===== config.mk =====
export PLATFORM = sky130hd
export DESIGN_NAME = ternlog_unit
export DESIGN_NICKNAME = d
export VERILOG_FILES = /design/src/rtl/tl_pkg.sv /design/src/rtl/tl_bitfunc.sv /design/src/rtl/tl_lane_enable.sv /design/src/rtl/tl_mask_merge.sv /design/src/rtl/ternlog_unit.sv
export SDC_FILE = /design/constraint.sdc
export NUM_CORES = 1
export LEC_CHECK = 0
export CORE_AREA = 2 2 209 211
export CTS_BUF_LIST = sky130_fd_sc_hd__clkbuf_4
export CTS_CLUSTER_SIZE = 30
export DETAILED_ROUTE_END_ITERATION = 7
export DIE_AREA = 0 0 211 213
export SLEW_MARGIN = 10
export SYNTH_ARGS = -nofsm -noshare
export SYNTH_HDL_FRONTEND = slang
export SYNTH_SLANG_ARGS = --single-unit

===== constraint.sdc =====
create_clock -name clk -period 4.2 [get_ports clk]
set_input_delay 0.42 -clock clk [delete_from_list [all_inputs] [get_ports clk]]
set_output_delay 0.42 -clock clk [all_outputs]
set_load 0.05 [all_outputs]

===== src/rtl/tl_pkg.sv =====
// Shared definitions for the three-input truth-table unit.
// Assumes vector widths are multiples of the wide lane size.
package tl_pkg;
    typedef enum logic {
        LANE_32 = 1'b0,
        LANE_64 = 1'b1
    } lane_sz_e;

    localparam int NARROW_LANE_W = 32;
    localparam int WIDE_LANE_W   = 64;
endpackage


===== src/rtl/tl_bitfunc.sv =====
// Bitwise three-input function: each output bit looks up the 8-bit truth
// table at the index built from the three operand bits (a is the MSB).
// Assumes nothing about lanes; purely combinational.
module tl_bitfunc #(
    parameter int W = 128
) (
    input  logic [W-1:0] op_a,
    input  logic [W-1:0] op_b,
    input  logic [W-1:0] op_c,
    input  logic [7:0]   tt,
    output logic [W-1:0] fn_bits
);
    // One 8:1 lookup per bit position.
    for (genvar g = 0; g < W; g++) begin : g_bit
        assign fn_bits[g] = tt[{op_a[g], op_b[g], op_c[g]}];
    end
endmodule


===== src/rtl/tl_lane_enable.sv =====
// Expands the per-lane mask into a per-bit write enable at 32- or 64-bit
// granularity. Assumes W is a multiple of 64; in 64-bit mode mask bits
// at or above W/64 are not consulted.
module tl_lane_enable
    import tl_pkg::*;
#(
    parameter int W = 128,
    localparam int MASK_W = W / NARROW_LANE_W
) (
    input  logic [MASK_W-1:0] lane_mask,
    input  lane_sz_e          lane_sz,
    output logic [W-1:0]      bit_en
);
    // Each bit picks the mask bit of the lane it belongs to.
    for (genvar g = 0; g < W; g++) begin : g_en
        assign bit_en[g] = (lane_sz == LANE_64) ? lane_mask[g / WIDE_LANE_W]
                                                : lane_mask[g / NARROW_LANE_W];
    end
endmodule


===== src/rtl/tl_mask_merge.sv =====
// Applies the write enable: enabled bits take the function result, the
// others become zero or the merge source. Purely combinational.
module tl_mask_merge #(
    parameter int W = 128
) (
    input  logic [W-1:0] fn_bits,
    input  logic [W-1:0] merge_src,
    input  logic [W-1:0] bit_en,
    input  logic         zero_fill,
    output logic [W-1:0] masked
);
    logic [W-1:0] fill_bits;

    // Value used for bits outside the mask.
    always_comb fill_bits = zero_fill ? '0 : merge_src;

    // Bitwise select between function result and fill.
    always_comb masked = (fn_bits & bit_en) | (fill_bits & ~bit_en);
endmodule


===== src/rtl/ternlog_unit.sv =====
// Three-input bitwise truth-table unit with per-lane write masking and a
// registered output one cycle after in_valid. Assumes VEC_W is a multiple
// of 64. The merge source (previous destination) is operand a.
module ternlog_unit
    import tl_pkg::*;
#(
    parameter int VEC_W = 128,
    localparam int MASK_W = VEC_W / NARROW_LANE_W
) (
    input  logic              clk,
    input  logic              rst_n,
    input  logic              in_valid,
    input  logic [VEC_W-1:0]  opa,
    input  logic [VEC_W-1:0]  opb,
    input  logic [VEC_W-1:0]  opc,
    input  logic [7:0]        tt_imm,
    input  logic [MASK_W-1:0] lane_mask,
    input  logic              wide_lanes,
    input  logic              zero_fill,
    output logic              out_valid,
    output logic [VEC_W-1:0]  result
);
    logic [VEC_W-1:0] fn_bits;
    logic [VEC_W-1:0] bit_en;
    logic [VEC_W-1:0] masked;
    lane_sz_e         lane_sz;

    // Map the lane-size pin onto the enum.
    always_comb lane_sz = wide_lanes ? LANE_64 : LANE_32;

    tl_bitfunc #(.W(VEC_W)) i_bitfunc (
        .op_a    (opa),
        .op_b    (opb),
        .op_c    (opc),
        .tt      (tt_imm),
        .fn_bits (fn_bits)
    );

    tl_lane_enable #(.W(VEC_W)) i_lane_enable (
        .lane_mask (lane_mask),
        .lane_sz   (lane_sz),
        .bit_en    (bit_en)
    );

    tl_mask_merge #(.W(VEC_W)) i_mask_merge (
        .fn_bits   (fn_bits),
        .merge_src (opa),
        .bit_en    (bit_en),
        .zero_fill (zero_fill),
        .masked    (masked)
    );

    // Output register: capture on a valid request, hold otherwise.
    always_ff @(posedge clk) begin
        if (!rst_n) begin
            out_valid <= 1'b0;
            result    <= '0;
        end else begin
            out_valid <= in_valid;
            if (in_valid) result <= masked;
        end
    end

    AST_VALID_FOLLOWS: assert property (@(posedge clk) disable iff (!rst_n)
        in_valid |=> out_valid);
    AST_VALID_DROPS: assert property (@(posedge clk) disable iff (!rst_n)
        !in_valid |=> !out_valid);
    AST_RESULT_HOLDS: assert property (@(posedge clk) disable iff (!rst_n)
        !in_valid |=> $stable(result));
    AST_ALL_ZERO_MASK: assert property (@(posedge clk) disable iff (!rst_n)
        (in_valid && zero_fill && lane_mask == '0) |=> (result == '0));
    AST_MERGE_KEEPS_A: assert property (@(posedge clk) disable iff (!rst_n)
        (in_valid && !zero_fill && lane_mask == '0) |=> (result == $past(opa)));
    AST_TABLE_A_PASS: assert property (@(posedge clk) disable iff (!rst_n)
        (in_valid && (&lane_mask) && tt_imm == 8'hF0) |=> (result == $past(opa)));
endmodule


-- Word-level counts from Yosys, hierarchy flattened
Index checks and enable logic that the tools add are counted.
- register bits after elaboration: 129
- input bits: 401
- output and inout bits: 129
- logic and storage cells: 395
- magnitude comparators: 128
- multiplexer cells: 261
- bitwise operators: 4
- operator list (kind ; number):
    $lt A3 B4 Y1 const B ; 128
    $bmux W1 S3 ; 128
    $and A128 B128 Y128 ; 2
    $mux W1 ; 132
    $mux W128 ; 1
    $not A128 Y128 ; 1
    $or A128 B128 Y128 ; 1

-- Logic depth before layout (Yosys ltp)
Gate-level depths: netlist of run 1.
- depth in word-level cells: 5
- depth in mapped cells: 6
- mapped depth without buffers: 3

-- Cells and area by module
Synthesis of run 1 repeated with hierarchy kept, for this count alone.
- cell total of the unflattened synthesis: 1437
- area, all modules: 17043.8 µm²
- by module, submodules not included (module ; times used ; cells an instance ; area each (µm²) ; seq. area each (µm²)):
    tl_bitfunc ; 1 ; 496 ; 7772.5 ; 0.0
    ternlog_unit ; 1 ; 415 ; 4986.0 ; 2582.5
    tl_mask_merge ; 1 ; 398 ; 3313.2 ; 0.0
    tl_lane_enable ; 1 ; 128 ; 972.2 ; 0.0

-- Worst setup path before layout of run 1
Ideal clock, no wire load.
- path kind: input to register
- start: input tt_imm[0]
- end: register result[26]
- library setup time: 0.122 ns
- arrival time: 1.554 ns
- slack: 2.524 ns
- stages: 5
- cells stage by stage: buf_2 -> clkbuf_1 -> mux4_2 -> nor3b_1 -> a221o_1
- longest elaborated chain between the ends: 4
- RTL lines (element ; line ; RTL):
    start, declared ; ternlog_unit.sv:16 ; input logic [7:0] tt_imm,
    $bmux W1 S3 ; tl_bitfunc.sv:15 ; assign fn_bits[g] = tt[{op_a[g], op_b[g], op_c[g]}];
    $mux W1 (not written as such) ; tl_bitfunc.sv:15 ;
    $and A128 B128 Y128 ; tl_mask_merge.sv:18 ; always_comb masked = (fn_bits & bit_en) | (fill_bits & ~bit_en);
    $or A128 B128 Y128 ; tl_mask_merge.sv:18 ;
    end signal, assigned ; ternlog_unit.sv:60 ; if (in_valid) result <= masked;
    end, declared ; ternlog_unit.sv:21 ; output logic [VEC_W-1:0] result
No other way between the ends. The select of a mux whose other input is x is not followed.
A chain may end at the register's enable or synchronous reset.

-- Final worst setup path of run 1
- start: register result[120]
- end: output result[120]
No word-level cell between the ends.

==> reports/metrics.cfg, run 1 <==
[drt]
drt-pass1-iter-count = 5
detail_route.wirelength_um = 55900
route.detailed.wl_per_inst_um = 28.5
routed-via-count = 12351
drc = 0
drt-vias-per-instance = 6.30
final_antenna_net_count = 0
drtIter0Drc = 955

[place]
dpl_cell_area_um2 = 18000
hpwl_um = 36200
placement.io_buffers = 529
place.gp.congestion = 0.814

[synth]
post_synth_top_area_share = 0.456
ys_dominant_reg_cell = sky130_fd_sc_hd__dfxtp_1
post_synth_inst_count = 993
synth.ff_latch_count = 129
synth.yosys.warnings = 0
synth.top_cells.by_area = sky130_fd_sc_hd__mux4_2 46%, sky130_fd_sc_hd__dfxtp_1 21%, sky130_fd_sc_hd__a32oi_1 6.7%
synth.largest_area_cell = sky130_fd_sc_hd__mux4_2
synth_area_um2 = 12500
yosys.cell_types.count = 27
ys_async_sr_fraction = 0
postSynthAreaPerCell_um2 = 12.6
synth_enable_flop_cells = 0
seq_area_frac_synth = 0.206
synth_fp_nets = 1394

[die]
die_width_um = 211
floorplan.rows = 76
die_height_um = 213
initial_util = 0.294
design.portCount = 530
core_region_area_um2 = 42700
die_area_um2 = 44900

[clock_network]
clk-insertion-delay-late_ps = 600
post_cts_buffers = 0
ctsHtreeMaxLevel = 4
cts.reportedPaths.clkPinSlew_ps = 130
cts-hold-fix-buffers = 0
cts_buffers = 17
clock_tree.root_cell = sky130_fd_sc_hd__clkbuf_4
clk_path_buf_depth = 2
tritoncts = built
clock_sink_count = 129
cts_resized = 0

[worst_setup_path]
cp.arrival_ps = 1880
worst-path-max-fanout = 2
critPathBufInv = 1
critPathLaunchType = register
cpPeakStageDelay_ps = 900
cp_data_required_time_ps = 3780
crit_path_end_kind = output port
criticalPathCategory = reg -> out
path_cells = clkdlybuf4s50_1
worst_path_dominant_cell_family = buffers and inverters
critPathSlowestCell = sky130_fd_sc_hd__clkdlybuf4s50_1

[timing]
holdWs_ps = 424
timing_hold_violations_final = 0
setup_total_negative_slack_ps = 0
finalSetupViolCount = 0
finalClockSkew_ps = 0
final_period_minus_worst_setup_slack_ps = 2300
finalMaxSlewViolations = 0
rsz0062_at_grt = no
timing.fmax_ghz = 0.434
timing_worst_slew_pin_value_ps = 1120
layout_worst_path_cycle_share = 0.548
maxSlewHeadroom = 0.256

[run_status]
run_status = completed

[global_route]
antenna_violations_before_repair = 11
first_global_vias = 12393
grt_start_max_net_pins = 90
overflow = 0
grt_pass1_wl_um = 80700
grt_util_overall = 0.239

[power_and_ir_drop]
static-leakage-power_nw = 6.31
peak_vdd_ir_v = 0.000140
power-per-cell-area_nw_per_um2 = 233

[final_layout]
layout.nets = 1790
layout_commonest_cell = sky130_fd_sc_hd__clkdlybuf4s50_1
mostFrequentLayoutCells = 521 x sky130_fd_sc_hd__clkdlybuf4s50_1, 254 x sky130_fd_sc_hd__mux4_2, 129 x sky130_fd_sc_hd__dfxtp_1
final_layout_size_suffix_gt1_frac = 0.230
postLayoutCellArea_um2 = 18300
layout-area-overhead-vs-synth_pct = 45.8

[job]
drv.max_cap_violation_count = 0

[hold_path]
worstHoldPathType = in -> reg

[path summary, 6_finish.rpt]
| check | startpoint | to | slack, ps | cells after the start |
|---|---|---|---|---|
| worst max-delay path | result[120] | result[120] | 1900 | 1 |
| worst min-delay path | opa[55] | result[55] | 420 | 3 |
| worst max register to register | result[6] | result[6] | 3430 | 1 |
| worst min register to register | result[123] | result[123] | 480 | 2 |
[layer usage]
metal | up-vias | part of all wire | global-route usage
li1 | 5162 | - | -
met5 | - | 0 | 0
met2 | 699 | 0.49 | 0.392
met4 | 0 | 0.033 | 0.104
met3 | 96 | 0.081 | 0.0568
met1 | 6394 | 0.39 | 0.301
[final cells by class]
type	count	area (µm²)
Antenna cell	12	30.0
Clock buffer	17	128
Clock inverter	14	124
Fill cell	3978	24400
Multi-Input combinational cell	686	9190
Sequential cell	129	2580
Tap cell	546	683
Timing Repair Buffer	555	5540
[cell usage after synthesis, types with 2 or more instances]
cell and number:
sky130_fd_sc_hd__a21o_1 32, sky130_fd_sc_hd__a221o_1 32, sky130_fd_sc_hd__a32oi_1 96, sky130_fd_sc_hd__buf_1 4
sky130_fd_sc_hd__buf_2 18, sky130_fd_sc_hd__buf_6 11, sky130_fd_sc_hd__clkbuf_1 140, sky130_fd_sc_hd__clkbuf_8 4
sky130_fd_sc_hd__dfxtp_1 129, sky130_fd_sc_hd__mux2i_1 65, sky130_fd_sc_hd__mux4_1 2, sky130_fd_sc_hd__mux4_2 254
sky130_fd_sc_hd__nand2b_1 2, sky130_fd_sc_hd__nand3_1 35, sky130_fd_sc_hd__nand4_1 32, sky130_fd_sc_hd__nand4b_1 34
sky130_fd_sc_hd__nand4bb_1 2, sky130_fd_sc_hd__nor3b_1 32, sky130_fd_sc_hd__o21ai_0 45, sky130_fd_sc_hd__o21ai_1 17
[cell families after synthesis]
kind of cell           count (synthesis)  synth area share
buffers and inverters                178            0.0656
AOI/OAI and AO/OA                    222             0.137
and+or+nand+nor                      142            0.0786
muxes                                322             0.513
DFF                                  129             0.206
[metrics by stage]
stage / worst slack, ps / utilization / std cells / power (mW)
final: 1900 / 0.428 / 1959 / 4.26
after global routing: 1770 / 0.428 / 1957 / 4.45
after CTS: 1780 / 0.427 / 1946 / 4.30
after detailed placement: 1480 / 0.421 / 1915 / 3.39
after global placement: 1560 / 0.421 / 1915 / 3.37
after floorplan: 2520 / - / 993 / 2.51
[power breakdown]
group / switching (mW) / internal (mW) / total (mW)
sequential: 0.0582 / 1.32 / 1.38
clock: 0.559 / 0.335 / 0.894
combinational: 0.984 / 1.01 / 1.99
total: 1.60 / 2.66 / 4.26
[sequential cells by signal, indices dropped and copies added (netlist names)]
signal and flops:
out_valid 1, result 128
Power figures use the tool's default switching activity.
==> run 2, diff against run 1 <==
Clock period 4.2 ns to 1.9 ns, I/O delays scaled along.
==> reports/metrics.cfg, run 2 (synthesized netlist as in run 1, its figures left out) <==
[drt]
route.detailed.wl_per_inst_um = 27.8  ; was 28.5 µm
drt-pass1-iter-count = 5  ; unchanged
drc = 0  ; unchanged
detail_route.wirelength_um = 57700  ; was 55900 µm
drt-vias-per-instance = 6.25  ; was 6.30
routed-via-count = 12973  ; was 12351
final_antenna_net_count = 0  ; unchanged
drtIter0Drc = 1176  ; was 955

[worst_setup_path]
cp.arrival_ps = 1600  ; was 1880 ps
crit_path_end_kind = output port  ; unchanged
reg2reg_from = result[16]  ; was result[6]
critPathSlowestCell = sky130_fd_sc_hd__clkdlybuf4s15_1  ; was sky130_fd_sc_hd__clkdlybuf4s50_1
cp_data_required_time_ps = 1710  ; was 3780 ps
cpPeakStageDelay_ps = 490  ; was 900 ps
path_cells = clkdlybuf4s15_1  ; was clkdlybuf4s50_1
critPathBufInv = 1  ; unchanged
criticalPathCategory = reg -> out  ; unchanged
critical_path.reg2reg.endpoint = result[16]  ; was result[6]
critPathLaunchType = register  ; unchanged
rrSetupSlack_ps = 1150  ; was 3430 ps
worst_path_dominant_cell_family = buffers and inverters  ; unchanged
worst-path-max-fanout = 1  ; was 2
worstRegToRegCells = 1  ; unchanged

[global_route]
antenna_violations_before_repair = 13  ; was 11
first_global_vias = 13199  ; was 12393
grt_pass1_wl_um = 84200  ; was 80700 µm
grt_util_overall = 0.251  ; was 0.239
overflow = 0  ; unchanged
grt_start_max_net_pins = 69  ; was 90

[timing]
rsz0062_at_grt = no  ; unchanged
finalSetupViolCount = 0  ; unchanged
holdWs_ps = 127  ; was 424 ps
finalClockSkew_ps = 0  ; unchanged
setup_total_negative_slack_ps = 0  ; unchanged
timing_worst_slew_pin_value_ps = 903  ; was 1120 ps
timing.fmax_ghz = 0.560
final_period_minus_worst_setup_slack_ps = 1790
finalMaxSlewViolations = 0  ; unchanged
maxSlewHeadroom = 0.398  ; was 0.256
layout_worst_path_cycle_share = 0.940
timing_hold_violations_final = 0  ; unchanged

[final_layout]
utilization = 0.463  ; was 0.428
registers.top_by_ff_count = result  ; unchanged
layout_top_registers = result: 128 flops, out_valid: 1 flops  ; unchanged
finish.cell_count_without_fillers = 2076  ; was 1959
mostFrequentLayoutCells = 392 x sky130_fd_sc_hd__clkdlybuf4s50_1, 254 x sky130_fd_sc_hd__mux4_2, 129 x sky130_fd_sc_hd__dfxtp_1  ; was 521 x sky130_fd_sc_hd__clkdlybuf4s50_1, 254 x sky130_fd_sc_hd__mux4_2, 129 x sky130_fd_sc_hd__dfxtp_1
layout_commonest_cell = sky130_fd_sc_hd__clkdlybuf4s50_1  ; unchanged
layout.nets = 1905  ; was 1790
final_layout_size_suffix_gt1_frac = 0.315  ; was 0.230
flip_flop_count_of_the_largest_register_after_layout = 128  ; unchanged
fillCellCount = 3899  ; was 3978
layout-area-overhead-vs-synth_pct = 57.8  ; was 45.8%

[hold_path]
worstHoldPathType = in -> reg  ; unchanged
worst_hold_startpoint = opb[73]  ; was opa[55]
hold_path_end = result[73]  ; was result[55]
hold_path_depth = 3  ; unchanged

[die]
die_width_um = 211  ; unchanged
initial_util = 0.294  ; unchanged
design.portCount = 530  ; unchanged
floorplan.rows = 76  ; unchanged
die_area_um2 = 44900  ; unchanged
core_region_area_um2 = 42700  ; unchanged
die_height_um = 213  ; unchanged

[place]
hpwl_um = 37300  ; was 36200 µm
placement.io_buffers = 529  ; unchanged
post-place-cells = 1944  ; was 1915
place.gp.congestion = 0.833  ; was 0.814

[clock_network]
ctsHtreeMaxLevel = 4  ; unchanged
clock_sink_count = 129  ; unchanged
clk_path_buf_depth = 2  ; unchanged
clock_tree.root_cell = sky130_fd_sc_hd__clkbuf_4  ; unchanged
cts_buffers = 17  ; unchanged
cts.reportedPaths.clkPinSlew_ps = 140  ; was 130 ps
clk-insertion-delay-late_ps = 750  ; was 600 ps
post_cts_buffers = 0  ; unchanged
tritoncts = built  ; unchanged

[power_and_ir_drop]
peak_vdd_ir_v = 0.000464  ; was 0.000140 V
static-leakage-power_nw = 6.98  ; was 6.31 nW
design_power_total_mw = 9.98  ; was 4.26 mW
power-per-cell-area_nw_per_um2 = 504  ; was 233 nW/µm²

[job]
drv.max_cap_violation_count = 0  ; unchanged

[run_status]
run_status = completed  ; unchanged

==> run 2: changes by cell type in the layout (fill, tap and decap cells not counted), moves of 12 or more <==
cell	delta
sky130_fd_sc_hd__buf_12	+21
sky130_fd_sc_hd__buf_4	+12
sky130_fd_sc_hd__clkdlybuf4s15_2	+122
sky130_fd_sc_hd__clkdlybuf4s50_1	-129
sky130_fd_sc_hd__dlygate4sd3_1	+87
==> run 2: through the flow <==
| step | cell area [µm²] | setup WS (ps) |
|---|---|---|
| 3_3_place_gp | 18400 | -1.22 |
| 3_5_place_dp | 18400 | -23.0 |
| 2_1_floorplan | 12500 | 454 |
| 6_report | 19800 | 113 |
| 5_1_grt | 19800 | 7.79 |
| 4_1_cts | 19800 | 5.12 |
==> run 2: worst max path at each step <==
stage | depth (start not counted) | from | slack, ps | to
after floorplan | 5 | tt_imm[0] | 450 | result[26]
after global placement | 6 | wide_lanes | -1 | result[91]
after detailed placement | 6 | wide_lanes | -20 | result[86]
after CTS | 1 | result[71] | 5 | result[71]
after global routing | 1 | out_valid | 8 | out_valid
final | 1 | out_valid | 110 | out_valid
==> run 2: timing repair <==
action                                  CTS  global route
hold endpoints to repair                 87             0
endpoints found under the setup margin  125             0
hold buffers                             87             0
resized for setup                       378             0
==> run 2: final cells by class <==
type / count / area, µm² / share of cell area
clock inverter: 14 / 171 / 0.00866
antenna: 14 / 35.0 / 0.00177
clock buffer: 17 / 128 / 0.00645
tap: 546 / 683 / 0.0345
sequential: 129 / 2580 / 0.131
multi-input combinational: 686 / 9190 / 0.464
timing repair buffer: 670 / 7000 / 0.354
==> run 2: routing by layer <==
metal | vias up | global-route usage | part of all wire
met1 | 6691 | 0.307 | 0.38
met3 | 132 | 0.0772 | 0.092
met5 | - | 0 | 0.00054
met2 | 731 | 0.408 | 0.49
li1 | 5415 | - | -
met4 | 4 | 0.115 | 0.038
==> run 2: where the power goes <==
group,leakage (nW),switching [mW],total [mW],internal [mW]
logic,5.77,2.25,4.62,2.37
clock network,0.151,1.31,2.31,1.01
registers,1.06,0.122,3.04,2.92
